==> src/rtl/addsub_pkg.sv <==
// Package: shared format encoding for the multi-format adder/subtractor.
// Assumes every module that decodes the format imports this package.
package addsub_pkg;

    typedef enum logic [1:0] {
        FMT_TWOS = 2'b00,
        FMT_ONES = 2'b01,
        FMT_SMAG = 2'b10,
        FMT_ALT  = 2'b11
    } num_fmt_e;

endpackage

==> src/rtl/addsub_cmp_path.sv <==
// Module: complement-format adder.
// Handles both two's complement (carry out discarded) and one's complement
// (end-around carry) arithmetic. A subtraction negates B in the chosen format.
// Assumes W >= 2. Purely combinational.
module addsub_cmp_path #(
    parameter int W = 8
) (
    input  logic [W-1:0] a,
    input  logic [W-1:0] b,
    input  logic         sub,
    input  logic         ones_mode,
    output logic [W-1:0] res,
    output logic         ovf,
    output logic         nz
);

    logic [W-1:0] b_x;
    logic         cin;
    logic [W:0]   raw;
    logic [W-1:0] wrap;
    logic         c_into;
    logic         c_out;

    // Form the effective addend and the carry-in used for two's negation.
    always_comb begin
        b_x = sub ? ~b : b;
        cin = sub & ~ones_mode;
    end

    // Plain sum plus the one's complement wrap of its carry.
    always_comb begin
        raw    = {1'b0, a} + {1'b0, b_x} + {{W{1'b0}}, cin};
        c_out  = raw[W];
        c_into = raw[W-1] ^ a[W-1] ^ b_x[W-1];
        wrap   = raw[W-1:0] + {{(W-1){1'b0}}, raw[W]};
    end

    // Pick the format result and its flags.
    always_comb begin
        if (ones_mode) begin
            res = wrap;
            ovf = (a[W-1] == b_x[W-1]) && (wrap[W-1] != a[W-1]);
            nz  = &wrap;
        end else begin
            res = raw[W-1:0];
            ovf = c_into ^ c_out;
            nz  = 1'b0;
        end
    end

endmodule

==> src/rtl/addsub_smag_path.sv <==
// Module: sign-magnitude adder.
// Equal effective signs add the magnitudes. Unequal signs subtract the smaller
// from the larger, and the result takes the sign of the larger. A zero
// difference is forced to positive zero. Assumes W >= 2. Purely combinational.
module addsub_smag_path #(
    parameter int W = 8
) (
    input  logic [W-1:0] a,
    input  logic [W-1:0] b,
    input  logic         sub,
    output logic [W-1:0] res,
    output logic         ovf,
    output logic         nz
);

    localparam int MW = W - 1;
    localparam logic [W-1:0] NEG_ZERO = {1'b1, {MW{1'b0}}};

    logic          sa;
    logic          sb;
    logic [MW-1:0] ma;
    logic [MW-1:0] mb;
    logic [MW:0]   msum;
    logic [MW-1:0] mdiff;
    logic          a_ge;
    logic          dsign;

    // Split the operands; a subtraction flips the sign of B.
    always_comb begin
        sa = a[W-1];
        sb = b[W-1] ^ sub;
        ma = a[MW-1:0];
        mb = b[MW-1:0];
    end

    // Magnitude sum, and the ordered magnitude difference.
    always_comb begin
        msum  = {1'b0, ma} + {1'b0, mb};
        a_ge  = (ma >= mb);
        mdiff = a_ge ? (ma - mb) : (mb - ma);
        dsign = (mdiff == '0) ? 1'b0 : (a_ge ? sa : sb);
    end

    // Choose between the add and compare-subtract cases.
    always_comb begin
        if (sa == sb) begin
            res = {sa, msum[MW-1:0]};
            ovf = msum[MW];
        end else begin
            res = {dsign, mdiff};
            ovf = 1'b0;
        end
        nz = (res == NEG_ZERO);
    end

endmodule

==> src/rtl/addsub_unit.sv <==
// Module: top of the multi-format signed adder/subtractor.
// Selects the complement or sign-magnitude path by format and registers the
// result and flags one cycle after a valid input. Outputs hold between valid
// inputs. Synchronous active-low reset. Assumes W >= 2.
module addsub_unit
    import addsub_pkg::*;
#(
    parameter int W = 8
) (
    input  logic         clk,
    input  logic         rst_n,
    input  logic         in_valid,
    input  logic [W-1:0] op_a,
    input  logic [W-1:0] op_b,
    input  logic         op_sub,
    input  logic [1:0]   fmt,
    output logic         out_valid,
    output logic [W-1:0] result,
    output logic         overflow,
    output logic         neg_zero
);

    num_fmt_e     fmt_e;
    logic         use_smag;
    logic         ones_mode;
    logic [W-1:0] c_res;
    logic         c_ovf;
    logic         c_nz;
    logic [W-1:0] s_res;
    logic         s_ovf;
    logic         s_nz;
    logic [W-1:0] nxt_res;
    logic         nxt_ovf;
    logic         nxt_nz;

    // Decode the format select; the spare code behaves as two's complement.
    always_comb begin
        fmt_e = num_fmt_e'(fmt);
        unique case (fmt_e)
            FMT_ONES: begin ones_mode = 1'b1; use_smag = 1'b0; end
            FMT_SMAG: begin ones_mode = 1'b0; use_smag = 1'b1; end
            default:  begin ones_mode = 1'b0; use_smag = 1'b0; end
        endcase
    end

    addsub_cmp_path #(.W(W)) u_cmp (
        .a         (op_a),
        .b         (op_b),
        .sub       (op_sub),
        .ones_mode (ones_mode),
        .res       (c_res),
        .ovf       (c_ovf),
        .nz        (c_nz)
    );

    addsub_smag_path #(.W(W)) u_smag (
        .a   (op_a),
        .b   (op_b),
        .sub (op_sub),
        .res (s_res),
        .ovf (s_ovf),
        .nz  (s_nz)
    );

    // Route the active path to the output register.
    always_comb begin
        nxt_res = use_smag ? s_res : c_res;
        nxt_ovf = use_smag ? s_ovf : c_ovf;
        nxt_nz  = use_smag ? s_nz  : c_nz;
    end

    // Output register: capture on valid, hold otherwise.
    always_ff @(posedge clk) begin
        if (!rst_n) begin
            out_valid <= 1'b0;
            result    <= '0;
            overflow  <= 1'b0;
            neg_zero  <= 1'b0;
        end else begin
            out_valid <= in_valid;
            if (in_valid) begin
                result   <= nxt_res;
                overflow <= nxt_ovf;
                neg_zero <= nxt_nz;
            end
        end
    end

endmodule

==> config.mk <==
export PLATFORM = sky130hd
export DESIGN_NAME = addsub_unit
export DESIGN_NICKNAME = d
export VERILOG_FILES = /design/src/rtl/addsub_pkg.sv /design/src/rtl/addsub_cmp_path.sv /design/src/rtl/addsub_smag_path.sv /design/src/rtl/addsub_unit.sv
export SDC_FILE = /design/constraint.sdc
export NUM_CORES = 1
export LEC_CHECK = 0
export ABC_AREA = 1
export BUFFER_PORTS_ARGS = -buffer_cell sky130_fd_sc_hd__buf_2
export CORE_MARGIN = 5
export CORE_UTILIZATION = 54
export CTS_CLUSTER_DIAMETER = 50
export DETAILED_ROUTE_END_ITERATION = 10
export PLACE_DENSITY = 0.87
export REMOVE_ABC_BUFFERS = 1
export SLEW_MARGIN = 30
export SYNTH_ARGS = -nofsm -noshare
export SYNTH_HDL_FRONTEND = slang
export SYNTH_SLANG_ARGS = --single-unit
==> constraint.sdc <==
create_clock -name clk -period 3 [get_ports clk]
set_clock_uncertainty 0.15 [all_clocks]
set_input_delay 0.3 -clock clk [delete_from_list [all_inputs] [get_ports clk]]
set_output_delay 0.3 -clock clk [all_outputs]
set_load 0.05 [all_outputs]
==> results.json <==
{
  "cts_sinks": 11,
  "ir_drop_uv": 176,
  "holdPathEnd": "out_valid",
  "drc": 0,
  "multi_input_area_mm2": 0.00202,
  "slew_viol_final": 0,
  "setup_viol": 4,
  "grt_setup_unrepaired": "yes",
  "core-area_mm2": 0.00435,
  "fmax_mhz": 314,
  "die_x_um": 76.8,
  "r2r-end": "result[0]",
  "leakage_nw": 1.64,
  "gp_congestion": 0.954,
  "yosysMostFrequentCell": "nand2_1",
  "hold_path_class": "in2reg",
  "antenna_found_initial": 0,
  "worst_slack_ns": -0.187,
  "cts_buffers": 3,
  "synthFlopType": "dfxtp_1",
  "drtIter0Drc": 337,
  "ys_ff_latch": 11,
  "dr_total_vias": 2836,
  "reg2reg_from": "result[0]",
  "yosys.area.top_type": "nand2_1",
  "start_util": 0.554,
  "hpwl_mm": 5.41,
  "p_switching_w": 0.000572,
  "worstMarginPinSlew_ns": 0.459,
  "ff2ff_setup_slack_ns": 2.10,
  "violations": "setup timing",
  "place_area_mm2": 0.00274,
  "crit_top_cell": "nor2_1",
  "areaGrowthSynthToFinish_pct": 22.9,
  "required_ns": 3.02,
  "regArea_um2": 220,
  "hp-start": "rst_n",
  "ys_warn_count": 0,
  "wire_per_inst_um": 13.9,
  "slew_headroom": 0.693,
  "die_h_um": 76.8,
  "crit_chain": "buf_12 -> xor2_4 -> fa_2 -> fa_2 -> nand4_1 -> nand3_1 -> nand2_2 -> nand2_2 -> a21oi_2 -> inv_2 -> ha_4 -> xnor2_2 -> nor2_1 -> nand2_1 -> nor2_1 -> nand3_1 -> nor2_2 -> nand2_1 -> nor2_1 -> nor2_1 -> a21oi_1",
  "syn_inst": 405,
  "async_flop_share": 0,
  "synth.avg_cell_area_um2": 5.95,
  "synth_enable_flop_cells": 0,
  "drive_above_1_share": 0.229,
  "routed_wirelength_mm": 7.11,
  "cap_viol_max_count": 0,
  "endpoint_kind": "register",
  "grt_pass1_wl_mm": 11.3,
  "powerDensity_mw_per_mm2": 379,
  "cts_root_buffer": "clkbuf_8",
  "yosysUniqueCellTypes": 37,
  "slowest_delay_ns": 0.41,
  "finalCritPeriodShare": 1.06,
  "synth-seq-area-share": 0.0913,
  "cts_tree": "built",
  "nFillCells": 357,
  "pwr-share-seq": 0.150,
  "dr.pass1.iters": 6,
  "synth_top_area_frac": 0.182,
  "clock_path_buffers": 2,
  "start_kind": "input port",
  "finalInstanceArea_mm2": 0.00296,
  "crit_arrival_ns": 3.20,
  "combPwrFrac": 0.718,
  "holdWs_ns": 0.225,
  "rows": 24,
  "yosys-top-cells-count": "117 x nand2_1, 57 x inv_1, 40 x nor2_1",
  "p_int_w": 0.000552,
  "htree_levels": 1,
  "clock_latency_ns": 0.23,
  "vias_per_cell": 5.56,
  "switching_share": 0.509,
  "grt_pass1_vias": 2514,
  "power_frac_clock": 0.133,
  "clkTransAtPathRegs_ns": 0.05,
  "grt_use_total": 0.222,
  "status": "finished, violations left",
  "fin_crit_ns": 3.19,
  "reg2reg_depth": 2,
  "grt_overflow": 0,
  "netlist_area_mm2": 0.00241,
  "pin_count": 33,
  "critPathKind": "in2reg",
  "grt_start_max_net_pins": 19,
  "synth.area.top_cells": "nand2_1 18%, ha_1 15%, dfxtp_1 9.1%",
  "ant_nets": 0,
  "numPortBuffers": 32,
  "crit_path_max_fanout": 3,
  "crit_slowest_cell": "fa_2",
  "hold_violations": 0,
  "die-area_mm2": 0.00590,
  "holdPathStages": 3,
  "antenna_cells": 0,
  "layout.nets": 515
}
[metal layers]
metal	vias to the layer above	GRT usage	routed length, um
met3	22	0.0187	615
met2	150	0.383	3400
met1	1272	0.309	2960
met5	-	0	0
met4	0	0.0227	145
li1	1392	-	-
[sequential cells by signal (all words and copies together) (netlist names)]
| signal | count |
|---|---|
| out_valid | 1 |
| result | 8 |
| neg_zero | 1 |
| overflow | 1 |
[worst max-delay path, delay by kind of cell]
family                   cells  cell delay, ns
AO/OA/AOI/OAI                2            0.27
AND/OR/NAND/NOR             12            1.15
XOR/XNOR                     2            0.30
adder cells (fa/ha/maj)      3            0.98
buffers and inverters        2            0.20
[cell usage in the layout (no fill, tap or decap), types with 3 or more instances in the layout]
master	n
nand2_1	113
inv_1	55
nor2_1	35
buf_2	30
nand3_1	27
ha_1	27
buf_4	24
a21oi_1	23
xor2_1	14
o21ai_0	14
nand2_2	12
dfxtp_1	11
nand4_1	10
inv_2	7
nor2_4	4
nor2_2	4
nand3_2	4
xnor2_2	3
o211ai_1	3
fa_1	3
clkbuf_8	3
[kinds of logic after synthesis]
family	Yosys count	synth area share
and+or+nand+nor	213	0.385
buffers and inverters	72	0.122
AOI/OAI and AO/OA	54	0.130
adders and majority gates	34	0.192
xor gates and xnor gates	21	0.0794
DFF	11	0.0913
[timing repair]
item                                   in CTS  in global routing
endpoints found under the hold margin       0                  0
pin swaps                                   0                 30
setup buffers                               0                  4
hold buffers                                0                  0
resized for setup                           5                 31
cloned                                      0                  0
setup endpoints to repair                   7                  7
[worst max-delay path by stage]
| stage | start | to |
|---|---|---|
| global route | op_b[0] | neg_zero |
| floorplan | fmt[0] | neg_zero |
| finish | op_b[0] | neg_zero |
| detailed placement | fmt[1] | neg_zero |
| CTS | op_sub | neg_zero |
| global placement | fmt[1] | overflow |
[cell type report]
| class | count | share of cell area |
|---|---|---|
| tap | 52 | 0.0220 |
| clock buffer | 4 | 0.0152 |
| multi-input combinational | 322 | 0.682 |
| inverter | 64 | 0.0810 |
| timing repair buffer | 57 | 0.126 |
| sequential | 11 | 0.0743 |
[through the flow]
| step | util | power (W) | cells | setup TNS (ns) | worst slack (ns) |
|---|---|---|---|---|---|
| floorplan | - | 0.000671 | 397 | -1.89 | -0.342 |
| global placement | 0.629 | 0.000853 | 502 | -1.67 | -0.306 |
| detailed placement | 0.629 | 0.000870 | 502 | -2.63 | -0.443 |
| CTS | 0.642 | 0.00103 | 506 | -0.0235 | -0.0235 |
| global route | 0.681 | 0.00122 | 510 | -1.45 | -0.489 |
| finish | 0.681 | 0.00112 | 510 | -0.347 | -0.187 |
[power by group through the flow]
| stage | combinational, W | sequential, W | clock [W] |
|---|---|---|---|
| finish | 0.000806 | 0.000168 | 0.000149 |
| global route | 0.000887 | 0.000170 | 0.000162 |
| CTS | 0.000711 | 0.000168 | 0.000149 |
| floorplan | 0.000449 | 0.000222 | 0 |
| global placement | 0.000683 | 0.000170 | 0 |
| detailed placement | 0.000700 | 0.000170 | 0 |
No activity file was read; power rests on OpenSTA's default activity.
